**src/rtl/cfg_pkg.sv**
```systemverilog
package cfg_pkg;
  localparam int unsigned DATA_W = 32;
  localparam int unsigned LANES  = DATA_W / 8;
  localparam int unsigned OFF_W  = $clog2(LANES);
  localparam int unsigned BUS_W  = 8;
  localparam int unsigned DEV_W  = 5;
  localparam int unsigned FN_W   = 3;
  localparam int unsigned REG_W  = 8;

  typedef enum logic [1:0] {
    SZ_BYTE = 2'd0,
    SZ_HALF = 2'd1,
    SZ_WORD = 2'd2,
    SZ_RSVD = 2'd3
  } acc_size_e;

  // Access would cross the dword or uses a reserved size code.
  function automatic logic size_bad(input logic [1:0] sz, input logic [OFF_W-1:0] off);
    case (acc_size_e'(sz))
      SZ_BYTE: size_bad = 1'b0;
      SZ_HALF: size_bad = (off == OFF_W'(3));
      SZ_WORD: size_bad = (off != '0);
      default: size_bad = 1'b1;
    endcase
  endfunction

  function automatic logic [LANES-1:0] lane_be(input logic [1:0] sz, input logic [OFF_W-1:0] off);
    case (acc_size_e'(sz))
      SZ_BYTE: lane_be = LANES'(4'b0001) << off;
      SZ_HALF: lane_be = LANES'(4'b0011) << off;
      default: lane_be = '1;
    endcase
  endfunction

  function automatic logic [DATA_W-1:0] size_mask(input logic [1:0] sz);
    case (acc_size_e'(sz))
      SZ_BYTE: size_mask = DATA_W'(32'h0000_00FF);
      SZ_HALF: size_mask = DATA_W'(32'h0000_FFFF);
      default: size_mask = '1;
    endcase
  endfunction
endpackage

```
**src/rtl/cfg_addr_reg.sv**
```systemverilog
module cfg_addr_reg
  import cfg_pkg::*;
(
  input  logic              clk,
  input  logic              rst_n,
  input  logic              wr_en,
  input  logic [DATA_W-1:0] wdata,
  output logic [DATA_W-1:0] addr_q
);
  always_ff @(posedge clk) begin
    if (!rst_n)     addr_q <= '0;
    else if (wr_en) addr_q <= {wdata[DATA_W-1:2], 2'b00};
  end
endmodule

```
**src/rtl/cfg_wr_steer.sv**
```systemverilog
module cfg_wr_steer
  import cfg_pkg::*;
(
  input  logic [1:0]        size,
  input  logic [OFF_W-1:0]  off,
  input  logic [DATA_W-1:0] wdata,
  output logic [LANES-1:0]  be,
  output logic [DATA_W-1:0] lane_wdata
);
  always_comb begin
    be         = lane_be(size, off);
    lane_wdata = wdata << {off, 3'b000};
  end
endmodule

```
**src/rtl/cfg_rd_steer.sv**
```systemverilog
module cfg_rd_steer
  import cfg_pkg::*;
(
  input  logic [1:0]        size,
  input  logic [OFF_W-1:0]  off,
  input  logic              present,
  input  logic [DATA_W-1:0] raw,
  output logic [DATA_W-1:0] host_data
);
  logic [DATA_W-1:0] src;
  always_comb begin
    src       = present ? raw : '1;
    host_data = (src >> {off, 3'b000}) & size_mask(size);
  end
endmodule

```
**src/rtl/cfg_port_bridge.sv**
```systemverilog
module cfg_port_bridge
  import cfg_pkg::*;
(
  input  logic              clk,
  input  logic              rst_n,
  input  logic              host_req,
  input  logic              host_sel,
  input  logic              host_we,
  input  logic [1:0]        host_size,
  input  logic [OFF_W-1:0]  host_off,
  input  logic [DATA_W-1:0] host_wdata,
  output logic              host_ready,
  output logic              host_done,
  output logic              host_err,
  output logic [DATA_W-1:0] host_rdata,
  output logic              dn_req,
  output logic              dn_we,
  output logic [BUS_W-1:0]  dn_bus,
  output logic [DEV_W-1:0]  dn_dev,
  output logic [FN_W-1:0]   dn_fn,
  output logic [REG_W-1:0]  dn_reg,
  output logic [LANES-1:0]  dn_be,
  output logic [DATA_W-1:0] dn_wdata,
  input  logic              dn_ack,
  input  logic [DATA_W-1:0] dn_rdata,
  input  logic              dn_present
);
  logic [DATA_W-1:0] addr_q;
  logic              busy;
  logic [1:0]        p_size;
  logic [OFF_W-1:0]  p_off;
  logic [LANES-1:0]  be_c;
  logic [DATA_W-1:0] wd_c;
  logic [DATA_W-1:0] rd_c;

  // Named events used by the logic and by the checker.
  logic acc_fire, acc_addr, acc_data, acc_bad, acc_off, acc_go, dn_fire;
  assign host_ready = ~busy;
  assign acc_fire   = host_req & ~busy;
  assign acc_addr   = acc_fire & ~host_sel;
  assign acc_data   = acc_fire & host_sel;
  assign acc_bad    = acc_data & size_bad(host_size, host_off);
  assign acc_off    = acc_data & ~acc_bad & ~addr_q[DATA_W-1];
  assign acc_go     = acc_data & ~acc_bad & addr_q[DATA_W-1];
  assign dn_fire    = busy & dn_ack;
  assign dn_req     = busy;

  cfg_addr_reg u_areg (
    .clk(clk), .rst_n(rst_n), .wr_en(acc_addr & host_we),
    .wdata(host_wdata), .addr_q(addr_q)
  );

  cfg_wr_steer u_wst (
    .size(host_size), .off(host_off), .wdata(host_wdata),
    .be(be_c), .lane_wdata(wd_c)
  );

  cfg_rd_steer u_rst (
    .size(p_size), .off(p_off), .present(dn_present),
    .raw(dn_rdata), .host_data(rd_c)
  );

  // Cycle tracking and target snapshot.
  always_ff @(posedge clk) begin
    if (!rst_n) begin
      busy     <= 1'b0;
      dn_we    <= 1'b0;
      p_size   <= '0;
      p_off    <= '0;
      dn_bus   <= '0;
      dn_dev   <= '0;
      dn_fn    <= '0;
      dn_reg   <= '0;
      dn_be    <= '0;
      dn_wdata <= '0;
    end else if (acc_go) begin
      busy     <= 1'b1;
      dn_we    <= host_we;
      p_size   <= host_size;
      p_off    <= host_off;
      dn_bus   <= addr_q[23:16];
      dn_dev   <= addr_q[15:11];
      dn_fn    <= addr_q[10:8];
      dn_reg   <= {addr_q[7:2], 2'b00};
      dn_be    <= be_c;
      dn_wdata <= wd_c;
    end else if (dn_fire) begin
      busy     <= 1'b0;
    end
  end

  // Completion towards the host.
  always_ff @(posedge clk) begin
    if (!rst_n) begin
      host_done  <= 1'b0;
      host_err   <= 1'b0;
      host_rdata <= '0;
    end else begin
      host_done <= acc_addr | acc_bad | acc_off | dn_fire;
      host_err  <= acc_bad;
      if (acc_addr)     host_rdata <= host_we ? '0 : addr_q;
      else if (acc_bad) host_rdata <= '1;
      else if (acc_off) host_rdata <= host_we ? '0 : size_mask(host_size);
      else if (dn_fire) host_rdata <= dn_we ? '0 : rd_c;
    end
  end
endmodule

```
**config.mk**
```make
export PLATFORM = sky130hd
export DESIGN_NAME = cfg_port_bridge
export DESIGN_NICKNAME = d
export VERILOG_FILES = /design/src/rtl/cfg_pkg.sv /design/src/rtl/cfg_addr_reg.sv /design/src/rtl/cfg_wr_steer.sv /design/src/rtl/cfg_rd_steer.sv /design/src/rtl/cfg_port_bridge.sv
export SDC_FILE = /design/constraint.sdc
export NUM_CORES = 1
export LEC_CHECK = 0
export ABC_AREA = 1
export BUFFER_PORTS_ARGS = -buffer_cell sky130_fd_sc_hd__buf_2
export CORE_AREA = 2 2 114 116
export DETAILED_ROUTE_END_ITERATION = 10
export DIE_AREA = 0 0 116 118
export PLACE_DENSITY = 0.77
export SYNTH_ARGS = -nofsm -noshare
export SYNTH_HDL_FRONTEND = slang
export SYNTH_SLANG_ARGS = --single-unit
```
**constraint.sdc**
```tcl
create_clock -name clk -period 1.7 [get_ports clk]
set_input_delay 0.17 -clock clk [delete_from_list [all_inputs] [get_ports clk]]
set_output_delay 0.17 -clock clk [all_outputs]
set_load 0.02 [all_outputs]
```
==> results.md <==
Die:
- The die outline width is around 120 microns.
- The total number of placement rows is 41.
- The die outline area is 13700 sq um.
- During I/O placement, the number of pins put on the boundary was 172.
- The starting utilization of the core area is about half.
- The die span in y is 118 microns.
- The core region area is ~12000 sq um.

Clock network:
- The deepest clock path buffer count is 2.
- The CTS tree is yes.
- The CTS clock-pin slew for the worst setup and hold paths is 0.06 ns.
- The clock latency on the worst-skew pair is between 0.4 and 0.5 ns.
- CTS saw between 100 and 150 sinks.
- The cell at the root of the clock tree is clkbuf_16.
- The number of buffers added by the clock tree synthesis step is 17.
- The H-tree was split into 4 levels.

Run:
- The max capacitance violation total is 0.

STA:
- The final worst clock skew is just under 0.006 ns.
- The number of max-slew violations in the final report was 0.
- Setup repair after global routing could not meet its margin everywhere.
- The worst path uses a little over nine tenths of the clock period.
- The final count of hold timing violations came to 0.
- The setup violation total in the final timing report is 0.
- The smallest clock period supported by the final layout is computed as approximately 1.6 ns.
- The maximum operating frequency is roughly 630 MHz.
- Adding up every negative setup slack in the final design gives 0 ns.

Global route:
- The total global routing overflow is 0.
- The number of antenna violations at the first check in global routing is 1.
- The number of global-route vias before repair is around 6300.
- The global-route wire length before repair is approximately 32000 microns.
- The global-route usage over all layers is between 20 and 30%.
- Entering global routing, the biggest net connects 68 pins.

Placed design:
- The detailed-placement wirelength estimate is 14600 microns.
- Including well taps, the total number of placed cells is ~1200.
- Routability-driven placement finished with a final weighted congestion of around 0.93.
- The total cell area at the placement stage is ~7500 sq um.
- Input and output buffers added on the ports amount to about 170.

Min path:
- The worst hold path belongs to the class input port to flip-flop.
- The worst hold path was traced through 3 stages.
- The start point of the worst min-delay path is host_wdata[24].

Routing:
- Detailed routing inserted a total of approximately 7000 vias.
- For this run, design rule violations remaining after detail routing come to 0.
- The mean number of vias per cell is ~5.5.
- The total detailed-routing wirelength is between 15000 and 20000 microns.
- The pre-antenna-repair detailed-routing pass consisted of 6 iterations.
- Once detail routing completed, the nets flagged for antenna violations numbered 0.
- The routed wire length per instance is approximately 16 microns.
- The initial detailed-routing violation count is roughly 630.

Layout:
- Compared with the post-synthesis result, the final layout area differs by 26.4%.
- At the end of the flow the core is filled with cells to between 60% and 70%.
- The net count reported at finish is about 1200.
- The share of post-route cells with drive strength above 1 is between 20% and 30%.
- For this run, the number of standard cells in the final layout without fillers is 1275.
- In the final layout, the registers with the most flip-flops are dn_wdata (32), host_rdata (32), u_areg.addr_q (30).
- The repair_antennas step left the layout with diodes totalling 0.
- The final design instance area without fill is 8140 sq um.

Setup path:
- Of all nets on the critical path, the largest fanout is 67.
- The worst setup path is launched from a flip-flop.
- The critical path is of the flip-flop to flip-flop type.
- Counting cells, the worst reg-to-reg path comes to 8.
- The data required time of the critical path is about 2.0 ns.
- Data arrives at the worst endpoint at 1.91 ns.
- The start point of the critical path is dn_req.
- The worst reg2reg path startpoint is dn_req.
- The endpoint kind of the worst setup timing path is a flip-flop.

Synthesis:
- Sequential cells were found to cover between 30% and 40% of the synthesized design area.
- The number of warnings reported in the yosys synthesis log is 0.
- The area share of the largest cell type after synthesis is 39.8%.
- In the post-synthesis netlist, the biggest area contributors are dfxtp_1 40%, nand2_1 13%, a21oi_1 10%, o21ai_0 8.3%, nand3_1 6.8%.
- The number of distinct library cells after synthesis is 31.
- Of all cell types, the one taking the most synthesized area is dfxtp_1.
- In the synthesized netlist, the number of instances is approximately 940.
- Synthesis inferred about 130 register bits.
- The area of the mapped netlist is around 6400 sq um.
- The post-synthesis area per instance is approximately 7 sq um.

Power:
- In this run the power density over the cells is 972 nW/um^2.
- The leakage component of the power is around 3.8 nW.
- The maximum vdd ir drop is between 500 and 600 uV.

Status:
- The flow ran to the end, and the final reports show no timing, DRC or antenna violations.
==> kinds of logic (layout without fill, tap and decap cells) <==
family                 after synthesis  in the layout  share of synthesized area, %
buffers and inverters              146            309                          10.1
flip-flops                         128            128                          39.8
other                                1              2                        0.0583
AND/OR/NAND/NOR                    380            380                          26.4
AO/OA/AOI/OAI                      284            284                          23.6
==> placed cells by master (no fill, tap or decap), types with 4 or more instances in the layout <==
| master | count |
|---|---|
| nand3_1 | 87 |
| a31oi_1 | 5 |
| clkinv_2 | 5 |
| buf_2 | 169 |
| buf_4 | 25 |
| nand2_1 | 221 |
| clkbuf_16 | 17 |
| buf_12 | 12 |
| nand2_4 | 4 |
| nand4_1 | 9 |
| nor2_1 | 36 |
| nand2_2 | 4 |
| o211ai_1 | 12 |
| a21oi_1 | 135 |
| dfxtp_1 | 128 |
| clkinvlp_4 | 4 |
| o21ai_1 | 14 |
| nor2_4 | 5 |
| nand3b_1 | 10 |
| o211a_1 | 8 |
| inv_1 | 64 |
| inv_2 | 5 |
| o21ai_0 | 107 |
==> repair_timing <==
action / CTS / global route
buffers inserted: 0 / 1
hold buffers: 0 / 0
endpoints found under the setup margin: 0 / 17
gates resized for setup: 0 / 2
==> synthesized netlist by cell type <==
cell,n
clkinv_1,2
inv_1,64
buf_2,29
buf_1,2
o21bai_4,1
nand2_4,3
nand3_1,88
a21oi_2,1
inv_2,5
conb_1,1
nor2_1,36
o211a_1,8
buf_6,5
nand2_2,5
nand4_4,1
a31oi_1,5
clkbuf_2,1
clkbuf_1,31
dfxtp_1,128
nand4_1,9
nand3b_1,10
nor3b_2,1
nor2_4,5
a21oi_1,135
o211ai_1,12
o21ai_0,107
buf_4,7
a211oi_1,1
o21ai_1,14
nand2_1,221
nand3_2,1
==> report_power, final <==
group	internal, mW	switching, mW	total (mW)
Clock	2.18	1.38	3.56
Sequential	3.13	0.0696	3.20
Combinational	0.411	0.745	1.16
Total	5.72	2.19	7.91
==> per-stage QoR <==
step                setup WS [ns]  hold slack (ns)  power [mW]
finish                      0.107           0.0252        7.91
global route             -0.00647           0.0217        8.23
CTS                         0.104           0.0109        7.92
detailed placement         0.0870            0.449        4.39
global placement            0.165            0.443        4.38
floorplan                   0.135            0.313        3.98
==> worst paths after layout <==
path              slack, ns           endpoint
setup reg to reg       0.11        dn_wdata[8]
hold reg to reg        0.46     host_rdata[13]
hold / removal         0.03  u_areg.addr_q[24]
setup / recovery       0.11        dn_wdata[8]
==> worst max-delay path, cell delays in order (launching register included) <==
cell and delay [ns]:
dfxtp_1 0.33, inv_2 0.07, nand2_2 0.09, nor2_4 0.21, nand3_2 0.11, inv_2 0.12
buf_12 0.25, o21ai_0 0.15, o211a_1 0.13
==> area by class of cell <==
type	count	area [sq um]
Clock buffer	18	439
Timing Repair Buffer	206	1270
Sequential cell	128	2560
Tap cell	172	215
Clock inverter	14	141
Multi-Input combinational cell	666	3240
Inverter	71	267
Fill cell	1172	4280
==> per-layer routing <==
layer  track usage (%)  share of wire (%)
met1              39.5                 43
met5                 0                  0
met2              45.4                 46
met3              7.42                8.1
met4              10.8                2.7
No activity file was read; power rests on OpenSTA's default activity.
